**src/rtl/sa_pgate_ctrl.sv**
```systemverilog
module sa_pgate_ctrl #(
  parameter int ROWS   = 8,
  parameter int COLS   = 8,
  parameter int WBITS  = 8,
  parameter int WAKE   = 2,
  parameter int IDLE   = 3,
  parameter int QDEPTH = 4
) (
  input  logic                        clk,
  input  logic                        rst_n,
  input  logic                        w_load,
  input  logic [ROWS*COLS*WBITS-1:0]  w_tile,
  input  logic                        start,
  input  logic [ROWS-1:0]             in_push,
  output logic                        ready,
  output logic [ROWS-1:0]             q_full,
  output logic [ROWS-1:0]             row_on,
  output logic [COLS-1:0]             col_on,
  output logic [ROWS*COLS-1:0]        pe_on,
  output logic [ROWS*COLS-1:0]        pe_act
);
  localparam int NPE  = ROWS * COLS;
  localparam int LAST = NPE - 1;
  localparam int QW   = $clog2(QDEPTH + 1);
  localparam int CW   = $clog2(ROWS + COLS + WAKE + IDLE + QDEPTH + 4) + 1;
  localparam int AW   = $clog2(WAKE + 2);

  typedef enum logic [1:0] {ST_IDLE, ST_RUN, ST_OFF, ST_FLUSH} st_t;

  st_t              st;
  logic [CW-1:0]    cnt;
  logic [NPE-1:0]   tok, ctok, pipe, nz;
  logic [ROWS-1:0]  row_nz, pop, qbusy;
  logic [COLS-1:0]  col_nz;
  logic             accept, drained, inj_off, wrap;

  assign ready   = (st == ST_IDLE);
  assign accept  = start && ready && !w_load;
  assign wrap    = (st == ST_OFF) && ctok[LAST];
  assign inj_off = (st == ST_OFF) && (cnt == CW'(IDLE - 1));
  assign drained = (st == ST_RUN) && (int'(cnt) >= ROWS + WAKE - 2) && (qbusy == '0);

  always_comb begin
    row_nz = '0;
    col_nz = '0;
    for (int r = 0; r < ROWS; r++)
      for (int c = 0; c < COLS; c++) begin
        row_nz[r] = row_nz[r] | nz[r*COLS+c];
        col_nz[c] = col_nz[c] | nz[r*COLS+c];
      end
  end

  always_ff @(posedge clk) begin
    if (!rst_n) begin
      row_on <= '0;
      col_on <= '0;
    end else if (w_load) begin
      row_on <= row_nz;
      col_on <= col_nz;
    end
  end

  always_ff @(posedge clk) begin
    if (!rst_n) begin
      st  <= ST_IDLE;
      cnt <= '0;
    end else if (w_load) begin
      st  <= ST_FLUSH;
      cnt <= '0;
    end else begin
      case (st)
        ST_IDLE:  if (start) begin st <= ST_RUN; cnt <= '0; end
        ST_RUN:   if (drained) begin st <= ST_OFF; cnt <= '0; end
                  else if (cnt != '1) cnt <= cnt + 1'b1;
        ST_OFF:   begin
                    if (cnt != '1) cnt <= cnt + 1'b1;
                    if (ctok[LAST]) st <= ST_IDLE;
                  end
        default:  st <= ST_IDLE;
      endcase
    end
  end

  for (genvar r = 0; r < ROWS; r++) begin : g_row
    logic [QW-1:0] q_q;
    logic          open_r, push_ok;
    assign open_r   = (st == ST_RUN) && (int'(cnt) >= r + WAKE - 1);
    assign pop[r]   = open_r && (q_q != '0) && !w_load;
    assign push_ok  = in_push[r] && (q_q != QW'(QDEPTH));
    assign q_full[r] = (q_q == QW'(QDEPTH));
    assign qbusy[r] = (q_q != '0);

    always_ff @(posedge clk) begin
      if (!rst_n) q_q <= '0;
      else q_q <= q_q + QW'(push_ok) - QW'(pop[r]);
    end

    assert_qbound_R8: assert property (@(posedge clk) disable iff (!rst_n)
      q_q <= QW'(QDEPTH));
  end

  for (genvar r = 0; r < ROWS; r++) begin : g_pr
    for (genvar c = 0; c < COLS; c++) begin : g_pc
      localparam int K = r*COLS + c;
      logic t_q, c_q, p_q, up_t, up_c, lf_t, lf_c, seed_t, seed_c, feed;
      logic [AW-1:0] age;

      assign nz[K] = |w_tile[K*WBITS +: WBITS];

      if (r > 0) begin : g_up
        assign up_t = tok[K-COLS];
        assign up_c = ctok[K-COLS];
      end else begin : g_noup
        assign up_t = 1'b0;
        assign up_c = 1'b0;
      end

      if (c > 0) begin : g_lf
        assign lf_t = tok[K-1];
        assign lf_c = ctok[K-1];
        assign feed = pipe[K-1];
      end else begin : g_nolf
        assign lf_t = 1'b0;
        assign lf_c = 1'b0;
        assign feed = pop[r];
      end

      if (K == 0) begin : g_seed
        assign seed_t = accept;
        assign seed_c = inj_off;
      end else begin : g_noseed
        assign seed_t = 1'b0;
        assign seed_c = 1'b0;
      end

      always_ff @(posedge clk) begin
        if (!rst_n || w_load || wrap) begin
          t_q <= 1'b0;
          c_q <= 1'b0;
        end else begin
          t_q <= t_q | seed_t | up_t | lf_t;
          c_q <= c_q | seed_c | up_c | lf_c;
        end
      end

      always_ff @(posedge clk) begin
        if (!rst_n || w_load) p_q <= 1'b0;
        else p_q <= feed;
      end

      assign tok[K]    = t_q;
      assign ctok[K]   = c_q;
      assign pipe[K]   = p_q;
      assign pe_on[K]  = t_q & ~c_q & row_on[r] & col_on[c];
      assign pe_act[K] = p_q & row_on[r] & col_on[c];

      always_ff @(posedge clk) begin
        if (!rst_n || !pe_on[K]) age <= '0;
        else if (age != AW'(WAKE)) age <= age + 1'b1;
      end

      assert_wake_lead_R4: assert property (@(posedge clk) disable iff (!rst_n)
        pe_act[K] |-> (age >= AW'(WAKE)));
    end
  end

  assert_load_flush_R9: assert property (@(posedge clk) disable iff (!rst_n)
    w_load |=> (pe_on == '0 && pe_act == '0 && !ready));

  assert_ready_quiet_R6: assert property (@(posedge clk) disable iff (!rst_n)
    ready |-> (pe_on == '0 && pe_act == '0));

  assert_accept_R2: assert property (@(posedge clk) disable iff (!rst_n)
    (start && ready && !w_load) |=> (!ready && pe_on[0] == (row_on[0] && col_on[0])));

endmodule

```
**config.mk**
```make
export PLATFORM = sky130hd
export DESIGN_NAME = sa_pgate_ctrl
export DESIGN_NICKNAME = d
export VERILOG_FILES = /design/src/rtl/sa_pgate_ctrl.sv
export SDC_FILE = /design/constraint.sdc
export NUM_CORES = 1
export LEC_CHECK = 0
export BUFFER_PORTS_ARGS = -buffer_cell sky130_fd_sc_hd__buf_2
export CAP_MARGIN = 20
export CORE_AREA = 2 2 262 264
export DETAILED_ROUTE_END_ITERATION = 12
export DIE_AREA = 0 0 264 266
export HOLD_SLACK_MARGIN = 0.06
export SYNTH_ARGS = -nofsm -noshare
export SYNTH_HDL_FRONTEND = slang
export SYNTH_SLANG_ARGS = --single-unit
```
**constraint.sdc**
```tcl
create_clock -name clk -period 2.5 [get_ports clk]
set_input_delay 0.25 -clock clk [delete_from_list [all_inputs] [get_ports clk]]
set_output_delay 0.25 -clock clk [all_outputs]
set_load 0.05 [all_outputs]
```
==> reports/results.ini, run 1 <==
[die]
die_x_um=264
start_util_pct=15.4
core_area_um2=67700
die_h_um=266
num_rows=96
io_pins=677
die-area_um2=70200

[synth]
yosysTopAreaCellShare_pct=45.9
ys_seq_area_share_pct=45.9
synth-seq-cells=240
avgSynthCellArea_um2=8.61
synthTopCellsByArea=dfxtp_1 (46%), nor2_1 (7.6%), and3_1 (7.2%)
synth_edf_count=0
mappedNetlistNets=1772
synth.most_common_cell=dfxtp_1
yosysWarnings=0
synthCells=1214
synth_top_cells_by_count=dfxtp_1 (240), nor2_1 (213), nor3_1 (138)
async_reset_ff_share_pct=0
yosys.area.top_type=dfxtp_1
ys.flop_type=dfxtp_1
synth_cell_types=41
syn_area_um2=10500

[cells_and_area]
utilization_pct=24.8
nets=2521
area_growth_pct=60.6
fin_cells=2873
fillerInstances=7380
drive_gt1_share_pct=41.8

[placement]
gp_congestion=0.882
placedCellCount=2786
port_buffers=676
dpl.hpwl_um=50600

[sta]
finalSetupViolations=0
drv_slew=0
fin_worst_skew_ps=28.1
rsz0062_at_grt=yes
period_needed_ps=2410
finalHoldViolations=0
slew_headroom_pct=53.3
hold_ws_ps=86.2
post-route-period-util_pct=96.4
tightest_slew_ps=695
fmax_mhz=415
setup_tns_ps=0

[grt]
grt_pass1_wl_um=86200
grt_antenna_before_repair=23
grt_overflow=0
grt_max_degree=76
track_usage_pct=17.0
grt_pass1_vias=12300

[drt]
drc=0
wire_per_inst_um=21.9
firstDrtPassIters=5
totalWireLength_um=62800
via_per_inst=4.35
vias=12500
ant_nets=0
drt_iter0_markers=898

[critical_path]
critPathMaxFanout=4
r2r_cells=11
reg2reg_from=cnt[5]
cp.required_ps=2960
r2r_slack_ps=90
cp_cell_sequence=nor3_4, nand2b_4, buf_4, buf_4, o21bai_4, nor2_1, ha_1, inv_1, ha_2, fa_2, and2_1
cp.arrival_ps=2870
reg2reg_to=g_row[0].q_q[1]
start_kind=flip-flop
slowest_delay_ps=420
crit_top_cell=buf_4
critical-path-slowest-cell=fa_2
end_kind=flip-flop
critPathKind=reg2reg

[outcome]
status=finished, final reports clean

[cts]
cts_made_buffers=29
cts_root_buffer=clkbuf_16
cts_tree=built
clock-sinks=240
clockBufferDepth=3
htree_num_levels=1
clock_latency_ps=590
clk_pin_slew_ps=60

[min_path]
hold_depth=2
hp-start=rst_n
hp-class=in2reg
min_to=g_row[7].q_q[1]

[power]
powerDensity_nw_per_um2=626
leakagePower_nw=8.04
finalPower_mw=10.5
irDropWorstVdd_uv=486

[run]
max-cap-violations=0

==> state kept, by name (all words and copies together), names as in the netlist <==
name	count
row_on	8
cnt	6
g_pr.g_pc.c_q	64
g_pr.g_pc.t_q	64
st	2
g_row.q_q	24
col_on	8
g_pr.g_pc.p_q	64
==> stage by stage <==
step                instance area [um2]  setup WS (ps)
finish                            16800           90.6
global placement                  15300          -37.1
global route                      16800          -92.6
floorplan                         10500          -26.7
detailed placement                15300          -93.8
CTS                               16600           2.22
==> worst max path at each step <==
stage                          from              end  cells past startpoint
floorplan           g_row[3].q_q[1]  g_row[3].q_q[2]                     10
global placement             cnt[3]  g_row[2].q_q[2]                     11
detailed placement           cnt[3]  g_row[2].q_q[2]                     11
CTS                          cnt[3]  g_row[4].q_q[2]                     12
global route                 cnt[5]  g_row[1].q_q[2]                     12
finish                       cnt[5]  g_row[0].q_q[1]                     11
==> kinds of logic after synthesis <==
kind of cell / count (synthesis) / share of synthesized area, %
AO/OA/AOI/OAI: 49 / 2.78
XOR/XNOR: 18 / 1.51
adder cells (fa/ha/maj): 34 / 4.64
buffers and inverters: 76 / 2.76
flip-flops: 240 / 45.9
multiplexers: 2 / 0.191
AND/OR/NAND/NOR: 795 / 42.2
==> worst max-delay path: cells and delay by family (launching register included) <==
family          cells  cell delay, ps
compound gates      1             130
fa+ha+maj           3             870
buf+inv             3             350
flops               1             330
simple gates        4             620
==> placed cells by master, fill, tap and decap left out, types with 26 or more instances in the layout <==
| cell type | n |
|---|---|
| and3_1 | 120 |
| and4b_1 | 64 |
| buf_2 | 676 |
| buf_4 | 63 |
| clkbuf_16 | 29 |
| dfxtp_1 | 238 |
| nand2_1 | 64 |
| nor2_1 | 213 |
| nor3_1 | 137 |
| nor4_1 | 105 |
| or4_1 | 26 |
==> repair_timing <==
action / 4_1_cts / 5_1_grt
setup endpoints to repair: 5 / 7
endpoints found under the hold margin: 9 / 0
pin swaps: 0 / 13
buffers inserted: 0 / 3
gates cloned: 0 / 0
hold buffers: 25 / 0
resized for setup: 8 / 26
==> where the power goes <==
group          total (mW)  switching, mW  internal [mW]
logic                1.84           1.02          0.814
clock network        4.56           1.80           2.76
registers            4.12          0.164           3.96
total                10.5           2.98           7.53
==> final cells by class <==
class	count	area (um2)	area share [%]
Antenna cell	7	17.5	0.104
Clock buffer	41	801	4.77
Clock inverter	11	206	1.23
Inverter	26	97.6	0.581
Multi-Input combinational cell	898	5590	33.3
Sequential cell	240	4810	28.6
Tap cell	882	1100	6.57
Timing Repair Buffer	768	4180	24.9
==> layer usage <==
layer / share of wire (%) / global-route usage [%] / wire (um) / vias up
li1: - / - / - / 5954
met1: 43 / 21.8 / 27000 / 5817
met2: 45 / 28.2 / 28500 / 635
met3: 8.1 / 3.98 / 5100 / 95
met4: 3.3 / 5.24 / 2100 / 2
met5: 0.021 / 0 / 13 / -
Note: power is estimated with default switching activity, not from simulation.
==> run 2: changes to the inputs <==
--- a/config.mk
+++ b/config.mk
@@ -9,6 +9,9 @@
 export CAP_MARGIN = 20
-export CORE_AREA = 2 2 262 264
+export CELL_PAD_IN_SITES_DETAIL_PLACEMENT = 0
+export CELL_PAD_IN_SITES_GLOBAL_PLACEMENT = 1
+export CORE_AREA = 2 2 265 267
 export DETAILED_ROUTE_END_ITERATION = 12
-export DIE_AREA = 0 0 264 266
+export DIE_AREA = 0 0 267 269
 export HOLD_SLACK_MARGIN = 0.06
+export PLACE_DENSITY_LB_ADDON = 0.1
 export SYNTH_ARGS = -nofsm -noshare
==> constraint.sdc (replaced) <==
create_clock -name clk -period 2.5 [get_ports clk]
set_input_delay 0.5 -clock clk [delete_from_list [all_inputs] [get_ports clk]]
set_output_delay 0.5 -clock clk [all_outputs]
set_load 0.05 [all_outputs]
==> run 2 against run 1 <==
  * Die area grew 2.3%
  * Clock power shrank 3%
  * Clock-buffer cell count increased by 5
  * First-iteration DRC count shrank 37%
==> reports/results.ini, run 2 (synthesized netlist as in run 1, its figures left out) <==
[power]
leakagePower_nw=7.99
p_sw_mw=2.94
irDropWorstVdd_uv=380
p_int_mw=7.42
p_comb_share_pct=17.5
power.clock.fraction_pct=42.8
pwr-share-seq_pct=39.7
powerDensity_nw_per_um2=620
finalPower_mw=10.4
netSwitchingFraction_pct=28.4

[drt]
firstDrtPassIters=5
ant_nets=0
totalWireLength_um=66900
drt_iter0_markers=564
wire_per_inst_um=22.8
via_per_inst=4.18
drc=0
vias=12300

[critical_path]
cp_cell_sequence=buf_4, ha_1, o31ai_4, nor2_1, ha_1, inv_1, ha_1, inv_1, fa_2, xor2_1, xnor2_1, nor2_1
r2r_slack_ps=100
critPathKind=reg2reg
start_kind=flip-flop
cp-endpoint=g_row[1].q_q[2]
cp.arrival_ps=2860
path_buf_inv=3
reg2reg_from=cnt[1]
crit_top_cell=ha_1
critPathMaxFanout=4
critical-path-slowest-cell=fa_2
end_kind=flip-flop
cpLargestDelayFamily=adder cells
reg2reg_to=g_row[1].q_q[2]
slowest_delay_ps=350
cp.required_ps=2960
r2r_cells=12
crit_cells=12
crit_start=cnt[1]

[sta]
tightest_slew_ps=845
fin_worst_skew_ps=8.32
post-route-period-util_pct=96.2
drv_slew=0
finalHoldViolations=0
slew_headroom_pct=43.2
hold_ws_ps=263
layout_setup_ws_ps=95.2
rsz0062_at_grt=yes
finalSetupViolations=0
period_needed_ps=2400
fmax_mhz=416

[cells_and_area]
layout_commonest_cell=buf_2
utilization_pct=24.1
nets=2511
fin_cells=2930
area_growth_pct=59.6
mostFrequentLayoutCells=buf_2 (675), dfxtp_1 (232), nor2_1 (213)
drive_gt1_share_pct=42.9
reg_top3=g_pr.g_pc.c_q: 64 flops, g_pr.g_pc.p_q: 64 flops, g_pr.g_pc.t_q: 64 flops

[grt]
grt_max_degree=91
grt_pass1_wl_um=93100
grt_pass1_vias=13100
grt_overflow=0
track_usage_pct=18.1
grt_antenna_before_repair=20

[cts]
htree_num_levels=1
cts_root_buffer=clkbuf_16
clockBufferDepth=3
clock-sinks=240
cts_hold_buf=0
clk_pin_slew_ps=60
clock_latency_ps=570
cts_made_buffers=31
cts_tree=built

[outcome]
status=finished, final reports clean

[die]
die-area_um2=71800
die_x_um=267
start_util_pct=15.1
num_rows=97
core_area_um2=69300
die_h_um=269
io_pins=677

[min_path]
hp-class=in2reg

[placement]
dpl.hpwl_um=56100
port_buffers=676
dpl_worst_slack_ps=-112
gp_congestion=0.889
placedCellCount=2858

[run]
max-cap-violations=0

run 2: cell count changes in the layout (fill, tap and decap cells not counted), moves of 3 or more:
cell	delta
diode_2	+6
dfxtp_1	-6
bufinv_16	-3
dfxtp_2	+5
clkinv_2	+5
buf_4	+16
dlygate4sd3_1	-25
clkbuf_8	+3
run 2: timing repair:
action | CTS | global route
cloned | 0 | 0
pin swaps | 5 | 5
setup buffers | 1 | 1
gates resized for setup | 14 | 24
endpoints found under the setup margin | 20 | 11
run 2: cell type report:
| cell class | count | area, um2 |
|---|---|---|
| fillers | 7679 | 52600 |
| multi-input cells | 898 | 5550 |
| flip-flops and latches | 240 | 4820 |
| repair buffers | 756 | 4010 |
| well taps | 940 | 1180 |
| clock buffers | 46 | 892 |
| clock inverters | 11 | 111 |
| inverters | 26 | 97.6 |
| diodes | 13 | 32.5 |
run 2: power by group through the flow:
stage,Clock [mW],Sequential (mW),Combinational (mW)
final,4.43,4.12,1.81
after global routing,4.76,4.13,2.00
after CTS,4.62,4.12,1.83
after detailed placement,0,4.20,1.81
after global placement,0,4.19,1.80
after floorplan,0,4.24,0.833
run 2: worst min-delay path by stage:
stage | from | endpoint | slack [ps] | depth (start not counted)
after floorplan | g_pr[7].g_pc[7].t_q | g_pr[7].g_pc[7].t_q | 430 | 2
after CTS | start | g_pr[0].g_pc[0].t_q | 220 | 3
after global placement | g_pr[7].g_pc[7].t_q | g_pr[7].g_pc[7].t_q | 450 | 2
after global routing | start | g_pr[0].g_pc[0].t_q | 280 | 3
final | start | g_pr[0].g_pc[0].t_q | 260 | 3
after detailed placement | g_pr[4].g_pc[6].p_q | g_pr[4].g_pc[7].p_q | 470 | 1
run 2: through the flow:
step / setup TNS (ps) / instance area (um2)
after floorplan: -26.7 / 10500
after detailed placement: -602 / 15500
after global routing: -46.7 / 16700
after CTS: -6.71 / 16600
final: 0 / 16700
after global placement: -421 / 15500
run 2: worst register-to-register path: stages (launching register included):
cell and delay, ps:
dfxtp_2 330, buf_4 150, ha_1 220, o31ai_4 250, nor2_1 90, ha_1 290, inv_1 50, ha_1 120
inv_1 50, fa_2 350, xor2_1 160, xnor2_1 180, nor2_1 50
run 2: layer usage:
metal  share of wire, %  track usage (%)
met5              0.042                0
met4                3.5             6.12
met3                6.2             3.84
met2                 49             32.5
met1                 41             21.3
